==> src/rtl/mbist_pkg.sv <==
package mbist_pkg;

  typedef enum logic [2:0] {
    ST_IDLE,
    ST_WR,
    ST_RD,
    ST_WAIT,
    ST_ADV
  } mb_state_e;

  // pattern source codes
  localparam logic [1:0] DT_CHECKER = 2'b01;
  localparam logic [1:0] DT_ROTATE  = 2'b10;

  // operation codes
  localparam logic [1:0] OP_WRITE = 2'b00;
  localparam logic [1:0] OP_READ  = 2'b01;

  // range codes
  localparam logic [1:0] RG_WINDOW = 2'b10;
  localparam logic [1:0] RG_FULL   = 2'b11;

  // nesting orders, fastest field named first
  localparam logic [1:0] ORD_ROW  = 2'b00;
  localparam logic [1:0] ORD_COL  = 2'b01;
  localparam logic [1:0] ORD_BANK = 2'b10;
  localparam logic [1:0] ORD_CBR  = 2'b11;

endpackage

==> src/rtl/mbist_addr_map.sv <==
// Converts between the physical address {row, bank, col} and the walk
// position for a given nesting order. TO_PHYS selects the direction.
module mbist_addr_map
  import mbist_pkg::*;
#(
  parameter int ROW_W   = 2,
  parameter int BANK_W  = 1,
  parameter int COL_W   = 2,
  parameter bit TO_PHYS = 1'b1
) (
  input  logic [1:0]                    order,
  input  logic [ROW_W+BANK_W+COL_W-1:0] a_in,
  output logic [ROW_W+BANK_W+COL_W-1:0] a_out
);

  logic [ROW_W-1:0]  row;
  logic [BANK_W-1:0] bank;
  logic [COL_W-1:0]  col;

  generate
    if (TO_PHYS) begin : g_to_phys
      always_comb begin
        case (order)
          ORD_ROW: begin
            row  = a_in[0 +: ROW_W];
            col  = a_in[ROW_W +: COL_W];
            bank = a_in[ROW_W+COL_W +: BANK_W];
          end
          ORD_COL: begin
            col  = a_in[0 +: COL_W];
            row  = a_in[COL_W +: ROW_W];
            bank = a_in[COL_W+ROW_W +: BANK_W];
          end
          ORD_BANK: begin
            bank = a_in[0 +: BANK_W];
            col  = a_in[BANK_W +: COL_W];
            row  = a_in[BANK_W+COL_W +: ROW_W];
          end
          default: begin
            col  = a_in[0 +: COL_W];
            bank = a_in[COL_W +: BANK_W];
            row  = a_in[COL_W+BANK_W +: ROW_W];
          end
        endcase
        a_out = {row, bank, col};
      end
    end else begin : g_to_walk
      always_comb begin
        col  = a_in[0 +: COL_W];
        bank = a_in[COL_W +: BANK_W];
        row  = a_in[COL_W+BANK_W +: ROW_W];
        case (order)
          ORD_ROW:  a_out = {bank, col, row};
          ORD_COL:  a_out = {bank, row, col};
          ORD_BANK: a_out = {row, col, bank};
          default:  a_out = {row, bank, col};
        endcase
      end
    end
  endgenerate

endmodule

==> src/rtl/mbist_addr_gen.sv <==
// Walk-position counter with captured bounds, direction and order.
module mbist_addr_gen
  import mbist_pkg::*;
#(
  parameter int ROW_W  = 2,
  parameter int BANK_W = 1,
  parameter int COL_W  = 2
) (
  input  logic                          clk,
  input  logic                          rst_n,
  input  logic                          load,
  input  logic                          step,
  input  logic [1:0]                    atype,
  input  logic                          desc,
  input  logic [1:0]                    order,
  input  logic [ROW_W+BANK_W+COL_W-1:0] lo_addr,
  input  logic [ROW_W+BANK_W+COL_W-1:0] hi_addr,
  output logic [ROW_W+BANK_W+COL_W-1:0] phys,
  output logic                          at_end
);

  localparam int AW = ROW_W + BANK_W + COL_W;
  localparam logic [AW-1:0] TOP = {AW{1'b1}};

  logic [AW-1:0] lo_walk, hi_walk, win_a, win_b, first_pos, final_pos;
  logic [AW-1:0] cur_q, cur_d, end_q, end_d;
  logic [1:0]    order_q, order_d;
  logic          desc_q, desc_d;

  mbist_addr_map #(.ROW_W(ROW_W), .BANK_W(BANK_W), .COL_W(COL_W), .TO_PHYS(1'b0))
    u_lo_map (.order(order), .a_in(lo_addr), .a_out(lo_walk));

  mbist_addr_map #(.ROW_W(ROW_W), .BANK_W(BANK_W), .COL_W(COL_W), .TO_PHYS(1'b0))
    u_hi_map (.order(order), .a_in(hi_addr), .a_out(hi_walk));

  mbist_addr_map #(.ROW_W(ROW_W), .BANK_W(BANK_W), .COL_W(COL_W), .TO_PHYS(1'b1))
    u_cur_map (.order(order_q), .a_in(cur_q), .a_out(phys));

  // range limits in walk positions
  always_comb begin
    case (atype)
      RG_FULL: begin
        win_a = '0;
        win_b = TOP;
      end
      RG_WINDOW: begin
        win_a = (lo_walk <= hi_walk) ? lo_walk : hi_walk;
        win_b = (lo_walk <= hi_walk) ? hi_walk : lo_walk;
      end
      default: begin
        win_a = lo_walk;
        win_b = lo_walk;
      end
    endcase
    first_pos = desc ? win_b : win_a;
    final_pos = desc ? win_a : win_b;
  end

  assign at_end = (cur_q == end_q);

  always_comb begin
    cur_d   = cur_q;
    end_d   = end_q;
    order_d = order_q;
    desc_d  = desc_q;
    if (load) begin
      cur_d   = first_pos;
      end_d   = final_pos;
      order_d = order;
      desc_d  = desc;
    end else if (step) begin
      cur_d = desc_q ? (cur_q - 1'b1) : (cur_q + 1'b1);
    end
  end

  always_ff @(posedge clk or negedge rst_n) begin
    if (!rst_n) begin
      cur_q   <= '0;
      end_q   <= '0;
      order_q <= '0;
      desc_q  <= 1'b0;
    end else if (load || step) begin
      cur_q   <= cur_d;
      end_q   <= end_d;
      order_q <= order_d;
      desc_q  <= desc_d;
    end
  end

endmodule

==> src/rtl/mbist_pattern.sv <==
// Data pattern source: solid seed, alternating seed/complement, or
// left-rotating seed, with optional global inversion.
module mbist_pattern
  import mbist_pkg::*;
#(
  parameter int DATA_W = 8
) (
  input  logic              clk,
  input  logic              rst_n,
  input  logic              load,
  input  logic              adv,
  input  logic [1:0]        dtype,
  input  logic              invert,
  input  logic [DATA_W-1:0] seed,
  output logic [DATA_W-1:0] word
);

  logic [DATA_W-1:0] pat_q, pat_d;
  logic [1:0]        dtype_q, dtype_d;
  logic              inv_q, inv_d;
  logic              odd_q, odd_d;
  logic [DATA_W-1:0] base;

  always_comb begin
    pat_d   = pat_q;
    dtype_d = dtype_q;
    inv_d   = inv_q;
    odd_d   = odd_q;
    if (load) begin
      pat_d   = seed;
      dtype_d = dtype;
      inv_d   = invert;
      odd_d   = 1'b0;
    end else if (adv) begin
      odd_d = ~odd_q;
      if (dtype_q == DT_ROTATE) begin
        pat_d = {pat_q[DATA_W-2:0], pat_q[DATA_W-1]};
      end
    end
  end

  always_ff @(posedge clk or negedge rst_n) begin
    if (!rst_n) begin
      pat_q   <= '0;
      dtype_q <= '0;
      inv_q   <= 1'b0;
      odd_q   <= 1'b0;
    end else if (load || adv) begin
      pat_q   <= pat_d;
      dtype_q <= dtype_d;
      inv_q   <= inv_d;
      odd_q   <= odd_d;
    end
  end

  always_comb begin
    if (dtype_q == DT_CHECKER && odd_q) begin
      base = ~pat_q;
    end else begin
      base = pat_q;
    end
    word = base ^ {DATA_W{inv_q}};
  end

endmodule

==> src/rtl/mbist_fail_log.sv <==
// Failure record: ordered address/data log or failing-bit accumulator.
module mbist_fail_log #(
  parameter int AW     = 5,
  parameter int DATA_W = 8,
  parameter int LOG_N  = 5
) (
  input  logic                    clk,
  input  logic                    rst_n,
  input  logic                    clr,
  input  logic                    hit,
  input  logic                    mode_bits,
  input  logic [AW-1:0]           addr,
  input  logic [DATA_W-1:0]       exp_word,
  input  logic [DATA_W-1:0]       got_word,
  output logic [$clog2(LOG_N+1)-1:0] cnt,
  output logic [LOG_N*AW-1:0]     addr_flat,
  output logic [LOG_N*DATA_W-1:0] exp_flat,
  output logic [LOG_N*DATA_W-1:0] got_flat,
  output logic [DATA_W-1:0]       acc
);

  localparam int CW = $clog2(LOG_N + 1);
  localparam logic [CW-1:0] FULL = CW'(LOG_N);

  logic [CW-1:0]     cnt_q, cnt_d;
  logic [DATA_W-1:0] acc_q, acc_d;
  logic              take;

  assign take = hit && !mode_bits && (cnt_q != FULL);

  always_comb begin
    cnt_d = cnt_q;
    acc_d = acc_q;
    if (clr) begin
      cnt_d = '0;
      acc_d = '0;
    end else if (hit) begin
      if (mode_bits) begin
        acc_d = acc_q | (exp_word ^ got_word);
      end else if (take) begin
        cnt_d = cnt_q + 1'b1;
      end
    end
  end

  always_ff @(posedge clk or negedge rst_n) begin
    if (!rst_n) begin
      cnt_q <= '0;
      acc_q <= '0;
    end else if (clr || hit) begin
      cnt_q <= cnt_d;
      acc_q <= acc_d;
    end
  end

  generate
    for (genvar i = 0; i < LOG_N; i++) begin : g_entry
      logic              we;
      logic [AW-1:0]     a_q;
      logic [DATA_W-1:0] e_q, g_q;

      assign we = !clr && take && (cnt_q == CW'(i));

      always_ff @(posedge clk or negedge rst_n) begin
        if (!rst_n) begin
          a_q <= '0;
          e_q <= '0;
          g_q <= '0;
        end else if (we) begin
          a_q <= addr;
          e_q <= exp_word;
          g_q <= got_word;
        end
      end

      assign addr_flat[i*AW +: AW]        = a_q;
      assign exp_flat[i*DATA_W +: DATA_W] = e_q;
      assign got_flat[i*DATA_W +: DATA_W] = g_q;
    end
  endgenerate

  assign cnt = cnt_q;
  assign acc = acc_q;

endmodule

==> src/rtl/mbist_ctrl.sv <==
// Self-test walker top: sequencing FSM, compare, sticky fail flag.
module mbist_ctrl
  import mbist_pkg::*;
#(
  parameter int ROW_W  = 2,
  parameter int BANK_W = 1,
  parameter int COL_W  = 2,
  parameter int DATA_W = 8,
  parameter int LOG_N  = 5
) (
  input  logic                               clk,
  input  logic                               rst_n,
  input  logic                               start_i,
  input  logic                               abort_i,
  input  logic                               clr_fail_i,
  input  logic [1:0]                         cfg_dtype,
  input  logic [1:0]                         cfg_cmd,
  input  logic [1:0]                         cfg_atype,
  input  logic                               cfg_desc,
  input  logic [1:0]                         cfg_order,
  input  logic                               cfg_invert,
  input  logic                               cfg_halt,
  input  logic                               cfg_logbits,
  input  logic [DATA_W-1:0]                  seed_i,
  input  logic [ROW_W+BANK_W+COL_W-1:0]      lo_addr_i,
  input  logic [ROW_W+BANK_W+COL_W-1:0]      hi_addr_i,
  output logic                               busy_o,
  output logic                               fail_o,
  output logic                               mem_req_o,
  output logic                               mem_we_o,
  output logic [ROW_W+BANK_W+COL_W-1:0]      mem_addr_o,
  output logic [DATA_W-1:0]                  mem_wdata_o,
  input  logic                               mem_rvalid_i,
  input  logic [DATA_W-1:0]                  mem_rdata_i,
  output logic [$clog2(LOG_N+1)-1:0]         log_cnt_o,
  output logic [LOG_N*(ROW_W+BANK_W+COL_W)-1:0] log_addr_o,
  output logic [LOG_N*DATA_W-1:0]            log_exp_o,
  output logic [LOG_N*DATA_W-1:0]            log_got_o,
  output logic [DATA_W-1:0]                  acc_o
);

  localparam int AW = ROW_W + BANK_W + COL_W;

  // reset: asserted asynchronously, released on the clock
  logic [1:0] rst_pipe;
  logic       rst_s_n;

  always_ff @(posedge clk or negedge rst_n) begin
    if (!rst_n) begin
      rst_pipe <= 2'b00;
    end else begin
      rst_pipe <= {rst_pipe[0], 1'b1};
    end
  end
  assign rst_s_n = rst_pipe[1];

  mb_state_e         state_q, state_d;
  logic [1:0]        cmd_q, cmd_d;
  logic              halt_q, halt_d;
  logic              logbits_q, logbits_d;
  logic              fail_q, fail_d;
  logic              load, step, at_end, miscmp, hit;
  logic [AW-1:0]     cur_phys;
  logic [DATA_W-1:0] pat_word;

  mbist_addr_gen #(.ROW_W(ROW_W), .BANK_W(BANK_W), .COL_W(COL_W)) u_addr (
    .clk     (clk),
    .rst_n   (rst_s_n),
    .load    (load),
    .step    (step),
    .atype   (cfg_atype),
    .desc    (cfg_desc),
    .order   (cfg_order),
    .lo_addr (lo_addr_i),
    .hi_addr (hi_addr_i),
    .phys    (cur_phys),
    .at_end  (at_end)
  );

  mbist_pattern #(.DATA_W(DATA_W)) u_pat (
    .clk    (clk),
    .rst_n  (rst_s_n),
    .load   (load),
    .adv    (step),
    .dtype  (cfg_dtype),
    .invert (cfg_invert),
    .seed   (seed_i),
    .word   (pat_word)
  );

  assign miscmp = (state_q == ST_WAIT) && mem_rvalid_i && (mem_rdata_i != pat_word);
  assign hit    = miscmp;

  mbist_fail_log #(.AW(AW), .DATA_W(DATA_W), .LOG_N(LOG_N)) u_log (
    .clk       (clk),
    .rst_n     (rst_s_n),
    .clr       (load),
    .hit       (hit),
    .mode_bits (logbits_q),
    .addr      (cur_phys),
    .exp_word  (pat_word),
    .got_word  (mem_rdata_i),
    .cnt       (log_cnt_o),
    .addr_flat (log_addr_o),
    .exp_flat  (log_exp_o),
    .got_flat  (log_got_o),
    .acc       (acc_o)
  );

  // next-state
  always_comb begin
    state_d = state_q;
    load    = 1'b0;
    step    = 1'b0;
    case (state_q)
      ST_IDLE: begin
        if (start_i) begin
          load    = 1'b1;
          state_d = (cfg_cmd == OP_READ) ? ST_RD : ST_WR;
        end
      end
      ST_WR:   state_d = (cmd_q == OP_WRITE) ? ST_ADV : ST_RD;
      ST_RD:   state_d = ST_WAIT;
      ST_WAIT: begin
        if (mem_rvalid_i) begin
          state_d = (miscmp && halt_q) ? ST_IDLE : ST_ADV;
        end
      end
      ST_ADV: begin
        if (at_end) begin
          state_d = ST_IDLE;
        end else begin
          step    = 1'b1;
          state_d = (cmd_q == OP_READ) ? ST_RD : ST_WR;
        end
      end
      default: state_d = ST_IDLE;
    endcase
    if (abort_i && (state_q != ST_IDLE)) begin
      state_d = ST_IDLE;
      step    = 1'b0;
    end
  end

  always_comb begin
    cmd_d     = load ? cfg_cmd     : cmd_q;
    halt_d    = load ? cfg_halt    : halt_q;
    logbits_d = load ? cfg_logbits : logbits_q;
    fail_d    = fail_q;
    if (clr_fail_i) begin
      fail_d = 1'b0;
    end
    if (miscmp) begin
      fail_d = 1'b1;
    end
  end

  always_ff @(posedge clk or negedge rst_s_n) begin
    if (!rst_s_n) begin
      state_q <= ST_IDLE;
    end else begin
      state_q <= state_d;
    end
  end

  always_ff @(posedge clk or negedge rst_s_n) begin
    if (!rst_s_n) begin
      cmd_q     <= '0;
      halt_q    <= 1'b0;
      logbits_q <= 1'b0;
    end else if (load) begin
      cmd_q     <= cmd_d;
      halt_q    <= halt_d;
      logbits_q <= logbits_d;
    end
  end

  always_ff @(posedge clk or negedge rst_s_n) begin
    if (!rst_s_n) begin
      fail_q <= 1'b0;
    end else if (clr_fail_i || miscmp) begin
      fail_q <= fail_d;
    end
  end

  assign busy_o      = (state_q != ST_IDLE);
  assign fail_o      = fail_q;
  assign mem_req_o   = (state_q == ST_WR) || (state_q == ST_RD);
  assign mem_we_o    = (state_q == ST_WR);
  assign mem_addr_o  = cur_phys;
  assign mem_wdata_o = pat_word;

endmodule

==> config.mk <==
export PLATFORM = sky130hd
export DESIGN_NAME = mbist_ctrl
export DESIGN_NICKNAME = d
export VERILOG_FILES = /design/src/rtl/mbist_pkg.sv /design/src/rtl/mbist_addr_map.sv /design/src/rtl/mbist_addr_gen.sv /design/src/rtl/mbist_pattern.sv /design/src/rtl/mbist_fail_log.sv /design/src/rtl/mbist_ctrl.sv
export SDC_FILE = /design/constraint.sdc
export NUM_CORES = 1
export LEC_CHECK = 0
export BUFFER_PORTS_ARGS = -buffer_cell sky130_fd_sc_hd__buf_2
export CAP_MARGIN = 20
export CORE_MARGIN = 5
export CORE_UTILIZATION = 35
export CTS_BUF_LIST = sky130_fd_sc_hd__clkbuf_2 sky130_fd_sc_hd__clkbuf_4 sky130_fd_sc_hd__clkbuf_8
export DETAILED_ROUTE_END_ITERATION = 6
export SETUP_SLACK_MARGIN = 0.5
export SKIP_CTS_REPAIR_TIMING = 1
export SLEW_MARGIN = 0
export SYNTH_ARGS = -nofsm -noshare
export SYNTH_HDL_FRONTEND = slang
export SYNTH_SLANG_ARGS = --single-unit
==> constraint.sdc <==
create_clock -name clk -period 12.6 [get_ports clk]
set_clock_uncertainty 0.2 [all_clocks]
set_input_delay 0 -clock clk [delete_from_list [all_inputs] [get_ports clk]]
set_output_delay 0 -clock clk [all_outputs]
set_load 0.02 [all_outputs]
# After elaboration in Yosys (flattened, before gate mapping)
# Cells that the tools add are included.
[totals]
register_bits = 151
input_bits = 44
output_inout_bits = 133
word_cells = 146
[op_classes]
addsub = 3
order_cmp = 1
eq_ne = 24
muxes = 43
n_bitwise = 5
n_reduce_logical = 39
[ops]
columns = ["op", "n"]
rows = [
  ["8-bit two-way mux", 7],
  ["5-bit two-way mux", 7],
  ["5-bit case mux with 3 select lines", 2],
  ["3-bit two-way mux", 9],
  ["5-bit case mux with 2 select lines", 2],
  ["8-bit bitwise XOR", 2],
  ["3-bit case mux with 5 select lines", 1],
  ["1-bit logical AND", 13],
  ["3-bit by 2-bit == test with 1-bit output (second input constant)", 4],
  ["2-bit nonzero test", 6],
  ["2-bit by 1-bit == test with 1-bit output (second input constant)", 5],
  ["2-bit == test (second input constant)", 5],
  ["1-bit two-way mux", 9],
  ["8-bit inequality test", 1],
  ["8-bit NOT", 1],
  ["8-bit bitwise OR", 1],
  ["2-bit case mux with 2 select lines", 2],
  ["2-bit AND reduction", 4],
  ["3-bit by 1-bit == test with 1-bit output (second input constant)", 2],
  ["3-bit == test (second input constant)", 2],
  ["2-bit logical NOT", 3],
  ["3-bit logical NOT", 2],
  ["2-bit two-way mux", 3],
  ["3-bit inequality test (second input constant)", 2],
  ["15 further kinds", 20],
]

# Depth between registers and ports, before layout
# Gate-level depths: netlist of the first run.
[depth]
depth_word = 12
depth_mapped = 14
ltp_nobuf = 11

# Hierarchy
# Synthesis of the first run repeated with hierarchy kept, for this count alone.
[unflattened]
hier_cells = 602
hier_area_um2 = 7757.4
[modules_own_cells]
columns = ["module", "n_inst", "cells_per_inst", "area_per_inst_um2", "seq_area_each_um2"]
rows = [
  ["mbist_fail_log", 1, 285, 4763.3, 2902.8],
  ["mbist_addr_gen", 1, 167, 1315.0, 325.3],
  ["mbist_pattern", 1, 48, 716.9, 300.3],
  ["mbist_ctrl", 1, 64, 661.9, 250.2],
  ["mbist_addr_map (u_addr.u_hi_map ...)", 2, 12, 95.1, 0.0],
  ["mbist_addr_map (u_addr.u_cur_map)", 1, 14, 110.1, 0.0],
]

# Worst setup path before layout of the first run
# No wires, ideal clock.
[synth_path]
path_type = "reg2reg"
startpoint = "register u_pat.dtype_q[1]"
endpoint = "register u_log.g_entry[4].a_q[1]"
t_arrival_ns = 2.847
path_slack_ns = 9.428
path_stages_with_launch = 10
path_buffers = 3
path_cell_list = "dfrtp_1 > and3b_1 > buf_6 > xnor3_1 > or4_1 > or4_1 > buf_2 > and4bb_4 > buf_12 > mux2_4"
[synth_between]
elab_chain_cells = 10
[synth_rtl]
columns = ["item", "line_no", "source"]
rows = [
  ["from (decl)", "mbist_pattern.sv:19", "logic [1:0] dtype_q, dtype_d;"],
  ["from (signal assigned)", "mbist_pattern.sv:50", "dtype_q <= dtype_d;"],
  ["2-bit by 1-bit == test with 1-bit output", "mbist_pattern.sv:57", "if (dtype_q == DT_CHECKER && odd_q) begin"],
  ["1-bit logical AND", "mbist_pattern.sv:57", ""],
  ["8-bit two-way mux", "mbist_pattern.sv:57", ""],
  ["8-bit bitwise XOR", "mbist_pattern.sv:62", "word = base ^ {DATA_W{inv_q}};"],
  ["8-bit inequality test", "mbist_ctrl.sv:91", "assign miscmp = (state_q == ST_WAIT) && mem_rvalid_i && (mem_rdata_i != pat_word);"],
  ["1-bit logical AND", "mbist_ctrl.sv:91", ""],
  ["1-bit logical AND (2 in series)", "mbist_fail_log.sv:29", "assign take = hit && !mode_bits && (cnt_q != FULL);"],
  ["1-bit logical AND (2 in series)", "mbist_fail_log.sv:62", "assign we = !clr && take && (cnt_q == CW'(i));"],
  ["to (signal assigned)", "mbist_fail_log.sv:70", "a_q <= addr;"],
  ["to (decl)", "mbist_fail_log.sv:59", "logic [AW-1:0] a_q;"],
]
# Every way passes these cells.
# A chain may end at the register's enable or synchronous reset.

# Final worst setup path of the first run
[layout_path]
startpoint = "register u_pat.dtype_q[1]"
endpoint = "register fail_q (netlist: fail_o)"
[layout_between]
elab_chain_cells = 8
[layout_rtl]
columns = ["item", "line_no", "source"]
rows = [
  ["2-bit by 1-bit == test with 1-bit output *", "mbist_pattern.sv:57", ""],
  ["1-bit logical AND *", "mbist_pattern.sv:57", ""],
  ["8-bit two-way mux *", "mbist_pattern.sv:57", ""],
  ["8-bit bitwise XOR *", "mbist_pattern.sv:62", ""],
  ["8-bit inequality test *", "mbist_ctrl.sv:91", ""],
  ["1-bit logical AND *", "mbist_ctrl.sv:91", ""],
  ["2-bit nonzero test (no source line) / 1-bit logical OR (equally long branches)", "--", ""],
  ["2-bit AND reduction (no source line)", "--", ""],
  ["to (signal assigned)", "mbist_ctrl.sv:182", "fail_q <= fail_d;"],
  ["to (decl)", "mbist_ctrl.sv:61", "logic fail_q, fail_d;"],
]
# Mark *: on every way between the ends. The rest lies on a longest branch, timed or not.

==> results of run 1 <==
==> stage by stage <==
| stage | cells | worst slack [ns] | total power, mW | hold WS (ns) |
|---|---|---|---|---|
| final | 1106 | 8.80 | 1.87 | -0.0375 |
| after global routing | 1106 | 8.68 | 1.99 | 0.0105 |
| after CTS | 1057 | 8.91 | 1.86 | -0.913 |
| after detailed placement | 1025 | 8.93 | 1.46 | -0.411 |
| after global placement | 1025 | 8.96 | 1.46 | -0.413 |
| after floorplan | 600 | 7.88 | 1.22 | -0.496 |
==> placed cells by master, fill, tap and decap left out, types with 5 or more instances in the layout <==
cell type | Yosys | routed
nand2_1 | 59 | 59
inv_6 | 0 | 5
a31oi_1 | 9 | 9
mux2_1 | 6 | 6
dlygate4sd3_1 | 0 | 46
a21oi_1 | 13 | 13
dfrtp_1 | 151 | 150
mux2i_1 | 14 | 14
nor2_1 | 28 | 28
mux2_2 | 5 | 5
xor2_1 | 6 | 6
mux2_4 | 100 | 100
xnor3_1 | 8 | 8
a22o_1 | 10 | 10
xnor2_1 | 20 | 20
clkbuf_8 | 0 | 18
o21ai_0 | 23 | 23
ha_1 | 13 | 13
nor3_1 | 7 | 7
inv_1 | 23 | 23
buf_2 | 1 | 176
==> cell usage after synthesis, types with 5 or more instances <==
| master | n | area, um2 |
|---|---|---|
| a21oi_1 | 13 | 65.1 |
| a22o_1 | 10 | 87.6 |
| a31oi_1 | 9 | 56.3 |
| buf_6 | 9 | 101 |
| clkbuf_1 | 20 | 75.1 |
| dfrtp_1 | 151 | 3780 |
| ha_1 | 13 | 163 |
| inv_1 | 23 | 86.3 |
| mux2_1 | 6 | 67.6 |
| mux2_2 | 5 | 56.3 |
| mux2_4 | 100 | 1500 |
| mux2i_1 | 14 | 140 |
| nand2_1 | 59 | 221 |
| nor2_1 | 28 | 105 |
| nor3_1 | 7 | 35.0 |
| o21ai_0 | 23 | 115 |
| xnor2_1 | 20 | 175 |
| xnor3_1 | 8 | 180 |
| xor2_1 | 6 | 52.6 |
==> cell families (layout without fill, tap and decap cells) <==
logic type	Yosys count	after routing	share of synthesized area, %
flip-flops	151	151	48.9
multiplexers	127	127	23.4
AND/OR/NAND/NOR	127	127	7.89
AO/OA/AOI/OAI	89	89	7.91
buffers and inverters	57	283	4.13
XOR/XNOR	34	34	5.28
adder cells (fa/ha/maj)	14	14	2.37
other	1	1	0.0486
==> flip-flops by register name, summed over array words and instances (netlist names), 2 cells and up <==
register	cells
rst_pipe	2
u_addr.cur_q	5
u_log.g_entry.e_q	40
u_log.g_entry.g_q	40
cmd_q	2
u_pat.pat_q	8
u_addr.end_q	5
u_addr.order_q	2
u_log.acc	8
u_pat.dtype_q	2
u_log.cnt	3
u_log.g_entry.a_q	25
state_q	3
==> worst reg2reg max path: stages, from the launching register on <==
cell and delay (ns):
dfrtp_1 0.38, and3b_1 0.54, xnor3_1 0.42, or4_1 0.54, or4_1 0.71, or2b_1 0.27, o21ai_0 0.09, dlygate4sd3_1 0.55
==> worst max-delay path by stage <==
stage               depth (start not counted)                                   to  slack, ns
global route                                7                   fail_o$_DFFE_PN0P_       8.68
CTS                                         6  u_log.g_entry[4].a_q[0]$_DFFE_PN0P_       8.91
floorplan                                   0                 cmd_q[0]$_DFFE_PN0P_       7.88
global placement                            6  u_log.g_entry[4].a_q[0]$_DFFE_PN0P_       8.96
detailed placement                          6  u_log.g_entry[4].a_q[0]$_DFFE_PN0P_       8.93
finish                                      7                   fail_o$_DFFE_PN0P_       8.80
==> layer usage <==
metal / share of wire [%] / up-vias / wire [um]
met5: 0 / - / 0
met1: 47 / 2693 / 9330
li1: - / 2539 / -
met2: 46 / 168 / 9180
met3: 6.4 / 7 / 1270
met4: 0.72 / 0 / 144
==> layout make-up <==
type / count / area [um2] / share of cell area (%)
timing repair buffer: 228 / 1410 / 14.6
tap: 280 / 350 / 3.63
sequential: 151 / 3780 / 39.2
clock inverter: 11 / 138 / 1.43
inverter: 23 / 86.3 / 0.894
multi-input combinational: 392 / 3620 / 37.5
clock buffer: 21 / 270 / 2.80
==> report_power, final <==
part	internal, mW	switching [mW]	total, mW
logic	0.343	0.467	0.809
clock network	0.192	0.196	0.388
registers	0.575	0.0932	0.668
total	1.11	0.755	1.87
==> flow_summary_export.csv, run 1 <==
group,metric,value,unit
floorplanning,die_area,25100,um2
yosys,synth_nets,658,
critical_path,crit_buf_inv,1,
clock_tree,clock-sinks,151,
status,failed_checks,"hold timing",
floorplanning,die_w,159,um
worst_hold_path,whs_path_depth,5,
yosys,yosysSeqAreaShare,48.9,%
layout,antenna_cells,0,
power_and_ir_drop,ir_worst_vdd,139,uV
power_and_ir_drop,p_leak,4.96,nW
global_routing,global_route.usage.met3,3.64,%
timing,rsz0062_at_grt,"false",
routing,drtIter0Drc,256,
floorplanning,io_pins,177,
yosys,synth.avg_cell_area,12.9,um2
critical_path,r2r_end,"fail_o$_DFFE_PN0P_",
critical_path,worstSetupPathType,"reg -> reg",
critical_path,timing.rr.start,"u_pat.dtype_q[1]$_DFFE_PN0P_",
floorplanning,fp.dieH,159,um
critical_path,arrival,3.93,ns
critical_path,crit_chain,"and3b_1, xnor3_1, or4_1, or4_1, or2b_1, o21ai_0, dlygate4sd3_1",
yosys,yosys_warnings,0,
clock_tree,path_clk_slew,0.09,ns
routing,num_vias,5407,
yosys,ys.flop_type,"dfrtp_1",
global_routing,antenna_found_initial,0,
timing,max_freq,0.263,GHz
clock_tree,cts_tree,"done",
routing,route.final.wire_length,19900,um
yosys,yosys.cell_types.count,64,
clock_tree,cts_buffers,17,
clock_tree,clk-insertion-delay-late,0.44,ns
timing,slew_violations,0,
critical_path,cp_data_required_time,12.73,ns
worst_hold_path,hold_path.class,"in -> reg",
routing,post_drt_wl_per_cell,18.0,um
clock_tree,clockRootBuffer,"clkbuf_8",
critical_path,critical-path-max-stage-delay,0.71,ns
critical_path,critical_path.top_delay_family,"simple AND/OR/NAND/NOR gates",
yosys,synth-edff-count,0,
layout,fillers,2035,
critical_path,start_kind,"register",
floorplanning,start_util,35.5,%
routing,drt_first_pass_iters,4,
layout,fin_nets,871,
timing,min_period_over_period,30.1,%
worst_hold_path,hold_start,"lo_addr_i[1]",
critical_path,r2r_slack,8.80,ns
layout,drive_above_1_share,40.1,%
placed_design,gp_congestion,0.814,
layout,area_growth,25.1,%
timing,hold_viol_final,2,
global_routing,grt_pass1_wl,30000,um
global_routing,grt_use_met1,21.9,%
placed_design,post-dp-hpwl,14000,um
floorplanning,core-area,21800,um2
timing,finalCriticalPeriod,3.80,ns
power_and_ir_drop,powerDensity,193,nW/um2
global_routing,first_global_vias,5212,
timing,slew_headroom,37.2,%
layout,postLayoutCellArea,9660,um2
worst_hold_path,hold_end,"u_addr.end_q[1]$_DFFE_PN0P_",
critical_path,cp_slowest_cell,"or4_1",
routing,drc,0,
critical_path,worst_setup_path_end_kind,"register",
status,outcome,"complete, but fails checks",
clock_tree,h-tree-depth,4,
placed_design,numPortBuffers,176,
routing,viasPerCell,4.89,
critical_path,crit_top_cell,"or4_1",
yosys,synth_cells,600,
placed_design,place_area,8750,um2
timing,tightest_slew,0.941,ns
critical_path,crit_start,"u_pat.dtype_q[1]$_DFFE_PN0P_",
clock_tree,clock_path_buffers,2,
yosys,ys_async_sr_fraction,100,%
global_routing,grt.total_usage,15.3,%
global_routing,met2_usage,24.0,%
critical_path,crit_fanout,9,
yosys,synth_area,7720,um2
yosys,synth.ff_latch_count,151,
run,maxCapViolCount,0,
global_routing,grt_max_degree,79,
timing,finalSetupViolations,0,
timing,setup_tns,0,ns
global_routing,grt_overflow_total,0,
timing,whs,-0.0375,ns
global_routing,grt_busiest_layer,"met2",
layout,post-route-util,44.4,%
critical_path,reg2reg_depth,7,
floorplanning,row_count,54,
routing,final_antenna_net_count,0,
Note: power is estimated with default switching activity, not from simulation.
==> run 2, diff against run 1 <==
Settings changed: ABC_AREA set to 1.
Clock period 12.6 ns to 3.5 ns, I/O delays scaled along.
==> flow_summary_export.csv, run 2 <==
group,metric,value,unit
yosys,synth-edff-count,0,
yosys,synth.ff_latch_count,151,
routing,final_antenna_net_count,0,
yosys,synth_area,7720,um2
critical_path,critical-path-max-stage-delay,0.55,ns
yosys,yosysSeqAreaShare,48.9,%
clock_tree,clockRootBuffer,"clkbuf_8",
timing,whs,-0.0465,ns
yosys,synth_top_area_share,48.9,%
global_routing,grt_overflow_total,0,
placed_design,numPortBuffers,176,
critical_path,crit_fanout,4,
routing,viasPerCell,4.72,
global_routing,grt.total_usage,17.6,%
layout,fillers,2250,
yosys,yosys.cell_types.count,38,
routing,drtIter0Drc,431,
routing,drt_first_pass_iters,5,
layout,final_cell_mix,"nand2_1 (292), buf_2 (176), dfrtp_1 (150), inv_1 (109), o21ai_1 (83)",
clock_tree,h-tree-depth,4,
yosys,synth_cells,927,
layout,drive_above_1_share,23.3,%
yosys,synth_common_cells,"nand2_1 (292), dfrtp_1 (151), inv_1 (109)",
clock_tree,clk-insertion-delay-late,0.46,ns
worst_hold_path,hold_path.class,"in -> reg",
critical_path,worst_setup_path_end_kind,"register",
floorplanning,fp.dieH,159,um
timing,finalCriticalPeriod,2.79,ns
critical_path,worstSetupPathType,"reg -> reg",
yosys,synth.avg_cell_area,8.33,um2
yosys,synth_top_area_cell,"dfrtp_1",
layout,regArea,3780,um2
critical_path,crit_top_cell,"nor2_1",
power_and_ir_drop,p_leak,5.03,nW
routing,post_drt_wl_per_cell,15.5,um
placed_design,place_ws,0.693,ns
power_and_ir_drop,ir_worst_vdd,233,uV
clock_tree,cts_buffers,17,
critical_path,crit_chain,"nor2_1, inv_1, nor2_1, nor2_1, inv_1, nand3_1, o21ai_0, a21oi_1, nand3_1, dlygate4sd3_1, nand2_1, dlygate4sd3_1",
layout,multi_input_area,3190,um2
placed_design,gp_congestion,0.876,
global_routing,grt_max_degree,71,
floorplanning,core-area,21800,um2
run,maxCapViolCount,0,
layout,largestRegisters,"u_log.g_entry.e_q x40, u_log.g_entry.g_q x40, u_log.g_entry.a_q x25",
clock_tree,cts_tree,"done",
routing,route.final.wire_length,22100,um
yosys,synthTopCellsByArea,"dfrtp_1 (49%), nand2_1 (14%), o21ai_1 (5.4%)",
floorplanning,io_pins,177,
critical_path,start_kind,"register",
floorplanning,start_util,35.5,%
global_routing,grt_pass1_wl,34400,um
power_and_ir_drop,powerDensity,722,nW/um2
floorplanning,row_count,54,
status,outcome,"complete, but fails checks",
critical_path,crit_buf_inv,4,
timing,min_period_over_period,79.8,%
timing,setup_tns,0,ns
layout,post-route-util,43.5,%
layout,final_common_cell,"nand2_1",
status,failed_checks,"hold timing",
timing,finalSetupViolations,0,
timing,slew_violations,0,
global_routing,antenna_found_initial,0,
clock_tree,path_clk_slew,0.08,ns
floorplanning,die_area,25100,um2
timing,hold_viol_final,2,
routing,num_vias,6737,
layout,fin_nets,1191,
timing,timing.final.ws_setup,0.707,ns
timing,tightest_slew,0.945,ns
yosys,ys_async_sr_fraction,100,%
yosys,ys.flop_type,"dfrtp_1",
placed_design,post-dp-hpwl,16500,um
layout,area_growth,22.5,%
clock_tree,clock-sinks,151,
critical_path,cp_slowest_cell,"dlygate4sd3_1",
floorplanning,die_w,159,um
critical_path,arrival,2.94,ns
yosys,yosys_warnings,0,
yosys,synth_nets,985,
clock_tree,clock_path_buffers,2,
layout,antenna_cells,0,
routing,drc,0,
yosys,yosysMostFrequentCell,"nand2_1",
timing,max_freq,0.358,GHz
timing,slew_headroom,37.0,%
global_routing,first_global_vias,6234,
timing,rsz0062_at_grt,"true",
critical_path,cp_data_required_time,3.65,ns
critical_path,critical_path.top_delay_family,"buffers and inverters",
==> run 2: cell types whose count changed in the layout (fill, tap and decap cells not counted), sizes merged, moves of 9 or more <==
cell | before | now
a31oi | 9 | 0
o21ai | 24 | 150
mux2 | 111 | 0
nand2 | 59 | 297
inv | 28 | 117
nand4 | 1 | 15
xnor2 | 20 | 3
nand3 | 4 | 69
mux2i | 14 | 0
a22o | 10 | 0
==> run 2: worst register-to-register path, cell delays in order (launching register included) <==
cell,delay (ns)
dfrtp_1,0.40
nor2_1,0.11
inv_1,0.07
nor2_1,0.19
nor2_1,0.06
inv_1,0.10
nand3_1,0.12
o21ai_0,0.10
a21oi_1,0.09
nand3_1,0.11
dlygate4sd3_1,0.55
nand2_1,0.05
dlygate4sd3_1,0.55
==> run 2: through the flow <==
stage | cell area (um2) | power [mW] | std cells
2_1_floorplan | 7720 | 4.53 | 927
3_3_place_gp | 8720 | 5.55 | 1356
3_5_place_dp | 8720 | 5.59 | 1356
4_1_cts | 9080 | 6.85 | 1388
5_1_grt | 9460 | 7.39 | 1426
6_report | 9460 | 6.83 | 1426
==> run 2: worst paths after layout <==
path	startpoint	endpoint	slack, ns	depth (start not counted)
max	state_q[1]$_DFFE_PN0P_	state_q[0]$_DFFE_PN0P_	0.71	12
min	hi_addr_i[1]	u_addr.end_q[3]$_DFFE_PN0P_	-0.05	7
max reg2reg	state_q[1]$_DFFE_PN0P_	state_q[0]$_DFFE_PN0P_	0.71	12
min reg2reg	rst_pipe[0]$_DFF_PN0_	rst_pipe[1]$_DFF_PN0_	0.16	0
max in group asynchronous	rst_pipe[1]$_DFF_PN0_	u_log.g_entry[1].g_q[1]$_DFFE_PN0P_	1.97	1
min in group asynchronous	rst_n	rst_pipe[1]$_DFF_PN0_	0.18	3
==> run 2: cell type report <==
type                            instances  area share (%)
Clock inverter                         14            1.23
Tap cell                              280            3.70
Inverter                              112            4.47
Sequential cell                       151            40.0
Timing Repair Buffer                  225            14.3
Multi-Input combinational cell        626            33.7
Clock buffer                           18            2.55
==> run 2: power by group <==
part	switching (mW)	internal, mW	leakage, nW
clock network	0.729	0.517	0.178
registers	0.337	2.10	2.04
logic	2.14	1.00	2.82
==> run 2: cell families (layout without fill, tap and decap cells) <==
logic type	Yosys count	in the layout	share of synthesized area, %
AND/OR/NAND/NOR	426	426	24.9
AO/OA/AOI/OAI	177	177	13.1
flip-flops	151	151	48.9
buffers and inverters	150	369	9.75
adder cells (fa/ha/maj)	14	14	2.37
XOR/XNOR	8	8	0.907
other	1	1	0.0486
==> run 2: per-layer routing <==
metal  vias up  global-route usage (%)  wire length (um)
met1      3132                    23.5             10000
li1       3397                       -                 -
met5         -                       0                 0
met4         0                    5.77               412
met3        30                    4.16              1280
met2       178                    28.5             10300
==> run 3, diff against run 2 <==
Settings changed: ABC_AREA 1 to 0.
Clock period 3.5 ns to 2.4 ns, I/O delays scaled along.
==> flow_summary_export.csv, run 3 (synthesis results as in run 1) <==
group,metric,value,unit
run,maxCapViolCount,0,
timing,rsz0062_at_grt,"true",
layout,finalNonFillerCells,1218,
critical_path,arrival,3.27,ns
power_and_ir_drop,powerDensity,1080,nW/um2
floorplanning,die_area,25100,um2
routing,num_vias,6022,
critical_path,r2r_slack,-0.72,ns
layout,fin_nets,983,
global_routing,grt_max_degree,49,
timing,slew_headroom,63.6,%
layout,antenna_cells,0,
worst_hold_path,whs_path_depth,4,
critical_path,cp_slowest_cell,"or4_4",
layout,regArea,3790,um2
layout,final_cell_mix,"buf_2 (162), dfrtp_1 (146), mux2_4 (108), buf_4 (88), nand2_1 (57)",
global_routing,antenna_found_initial,0,
critical_path,cp.depth,6,
critical_path,critical-path-max-stage-delay,0.62,ns
layout,largestRegisters,"u_log.g_entry.e_q x40, u_log.g_entry.g_q x40, u_log.g_entry.a_q x25",
routing,drtIter0Drc,269,
power_and_ir_drop,ir_worst_vdd,425,uV
critical_path,worst_setup_path_end_kind,"register",
floorplanning,start_util,35.5,%
timing,max_freq,0.320,GHz
timing,timing.final.ws_setup,-0.725,ns
clock_tree,clockRootBuffer,"clkbuf_8",
timing,hold_viol_final,1,
timing,finalCriticalPeriod,3.12,ns
layout,fillers,1830,
routing,viasPerCell,4.94,
critical_path,crit_top_cell,"or4_4",
clock_tree,cts_tree,"done",
critical_path,critical_path.top_delay_family,"simple AND/OR/NAND/NOR gates",
status,outcome,"complete, but fails checks",
placed_design,dp.cells,1104,
layout,final_common_cell,"buf_2",
layout,area_growth,46.8,%
global_routing,grt_pass1_wl,29700,um
floorplanning,core-area,21800,um2
layout,postLayoutCellArea,11300,um2
placed_design,gp_congestion,0.808,
power_and_ir_drop,design_power_total,12.3,mW
placed_design,post-dp-hpwl,14500,um
layout,multi_input_area,4370,um2
floorplanning,die_w,159,um
clock_tree,clock-sinks,151,
critical_path,crit_buf_inv,0,
timing,slew_violations,0,
clock_tree,clk-insertion-delay-late,0.46,ns
critical_path,timing.rr.start,"u_pat.dtype_q[1]$_DFFE_PN0P_",
clock_tree,cts_buffers,17,
critical_path,cp_data_required_time,2.55,ns
routing,final_antenna_net_count,0,
placed_design,place_ws,-0.888,ns
placed_design,place_area,9550,um2
status,failed_checks,"hold timing, setup timing",
worst_hold_path,hold_path.class,"in -> reg",
critical_path,crit_chain,"and3b_2, xnor3_1, or4_4, or4_4, and4bb_4, mux2_4",
placed_design,numPortBuffers,176,
worst_hold_path,hold_start,"mem_rdata_i[2]",
global_routing,grt_overflow_total,0,
routing,drt_first_pass_iters,5,
global_routing,first_global_vias,5384,
timing,finalSetupViolations,111,
clock_tree,clock_path_buffers,2,
floorplanning,row_count,54,
clock_tree,h-tree-depth,4,
floorplanning,io_pins,177,
timing,tightest_slew,0.544,ns
routing,route.final.wire_length,23600,um
critical_path,reg2reg_depth,6,
worst_hold_path,hold_end,"u_log.acc[2]$_DFFE_PN0P_",
clock_tree,path_clk_slew,0.09,ns
floorplanning,fp.dieH,159,um
critical_path,start_kind,"register",
critical_path,r2r_end,"u_log.g_entry[4].g_q[4]$_DFFE_PN0P_",
timing,min_period_over_period,130,%
routing,post_drt_wl_per_cell,19.3,um
critical_path,crit_fanout,10,
timing,whs,-0.0410,ns
power_and_ir_drop,p_leak,5.69,nW
global_routing,grt.total_usage,15.2,%
layout,drive_above_1_share,57.1,%
critical_path,worstSetupPathType,"reg -> reg",
routing,drc,0,
run 3: cell count changes in the layout (fill, tap and decap cells not counted), sizes merged, moves of 9 or more:
| cell | delta |
|---|---|
| nand2 | -238 |
| o21ai | -126 |
| mux2 | +111 |
| buf | +104 |
| inv | -88 |
| nand3 | -65 |
| xnor2 | +17 |
| and4 | +14 |
| mux2i | +14 |
| nand4 | -14 |
| a22o | +10 |
| a31oi | +9 |
run 3: area by class of cell:
type | count | area share [%]
repair buffers | 327 | 20.9
clock buffers | 18 | 2.13
clock inverters | 14 | 1.20
inverters | 23 | 0.784
well taps | 280 | 3.09
multi-input cells | 405 | 38.5
flip-flops and latches | 151 | 33.4
run 3: layer usage:
| metal | up-vias | GRT usage, % | wire length, um |
|---|---|---|---|
| met2 | 219 | 24.8 | 11800 |
| met1 | 2969 | 20.7 | 9800 |
| met5 | - | 0 | 0 |
| li1 | 2802 | - | - |
| met3 | 32 | 2.96 | 1500 |
| met4 | 0 | 4.43 | 442 |
run 3: worst register-to-register path: cells and delay by family (launching register included):
family	cells	cell delay, ns
xor gates and xnor gates	1	0.26
DFF	1	0.38
and+or+nand+nor	4	1.84
muxes	1	0.33
run 3: worst max-delay path by stage:
stage / endpoint / from / slack [ns]
2_1_floorplan: u_log.g_entry[4].a_q[1]$_DFFE_PN0P_ / u_pat.dtype_q[1]$_DFFE_PN0P_ / -0.66
3_3_place_gp: u_log.g_entry[4].a_q[0]$_DFFE_PN0P_ / u_pat.dtype_q[1]$_DFFE_PN0P_ / -0.86
3_5_place_dp: u_log.g_entry[4].g_q[4]$_DFFE_PN0P_ / u_pat.dtype_q[1]$_DFFE_PN0P_ / -0.89
4_1_cts: u_log.g_entry[4].g_q[4]$_DFFE_PN0P_ / u_pat.dtype_q[1]$_DFFE_PN0P_ / -0.93
5_1_grt: u_log.g_entry[3].e_q[2]$_DFFE_PN0P_ / u_pat.dtype_q[1]$_DFFE_PN0P_ / -0.79
6_report: u_log.g_entry[4].g_q[4]$_DFFE_PN0P_ / u_pat.dtype_q[1]$_DFFE_PN0P_ / -0.72
run 3: where the power goes:
| group | switching, mW | internal, mW | total [mW] |
|---|---|---|---|
| Clock | 1.10 | 0.769 | 1.86 |
| Combinational | 3.38 | 3.59 | 6.98 |
| Sequential | 0.404 | 3.03 | 3.43 |
| Total | 4.88 | 7.39 | 12.3 |
run 3: stage by stage:
step,TNS (ns),hold slack (ns),util [%]
floorplan,-68.65,-0.496,-
global placement,-92.16,-0.412,43.9
detailed placement,-96.34,-0.413,43.9
CTS,-99.98,-0.924,45.6
global route,-81.97,-0.0420,52.1
finish,-74.10,-0.0410,52.1
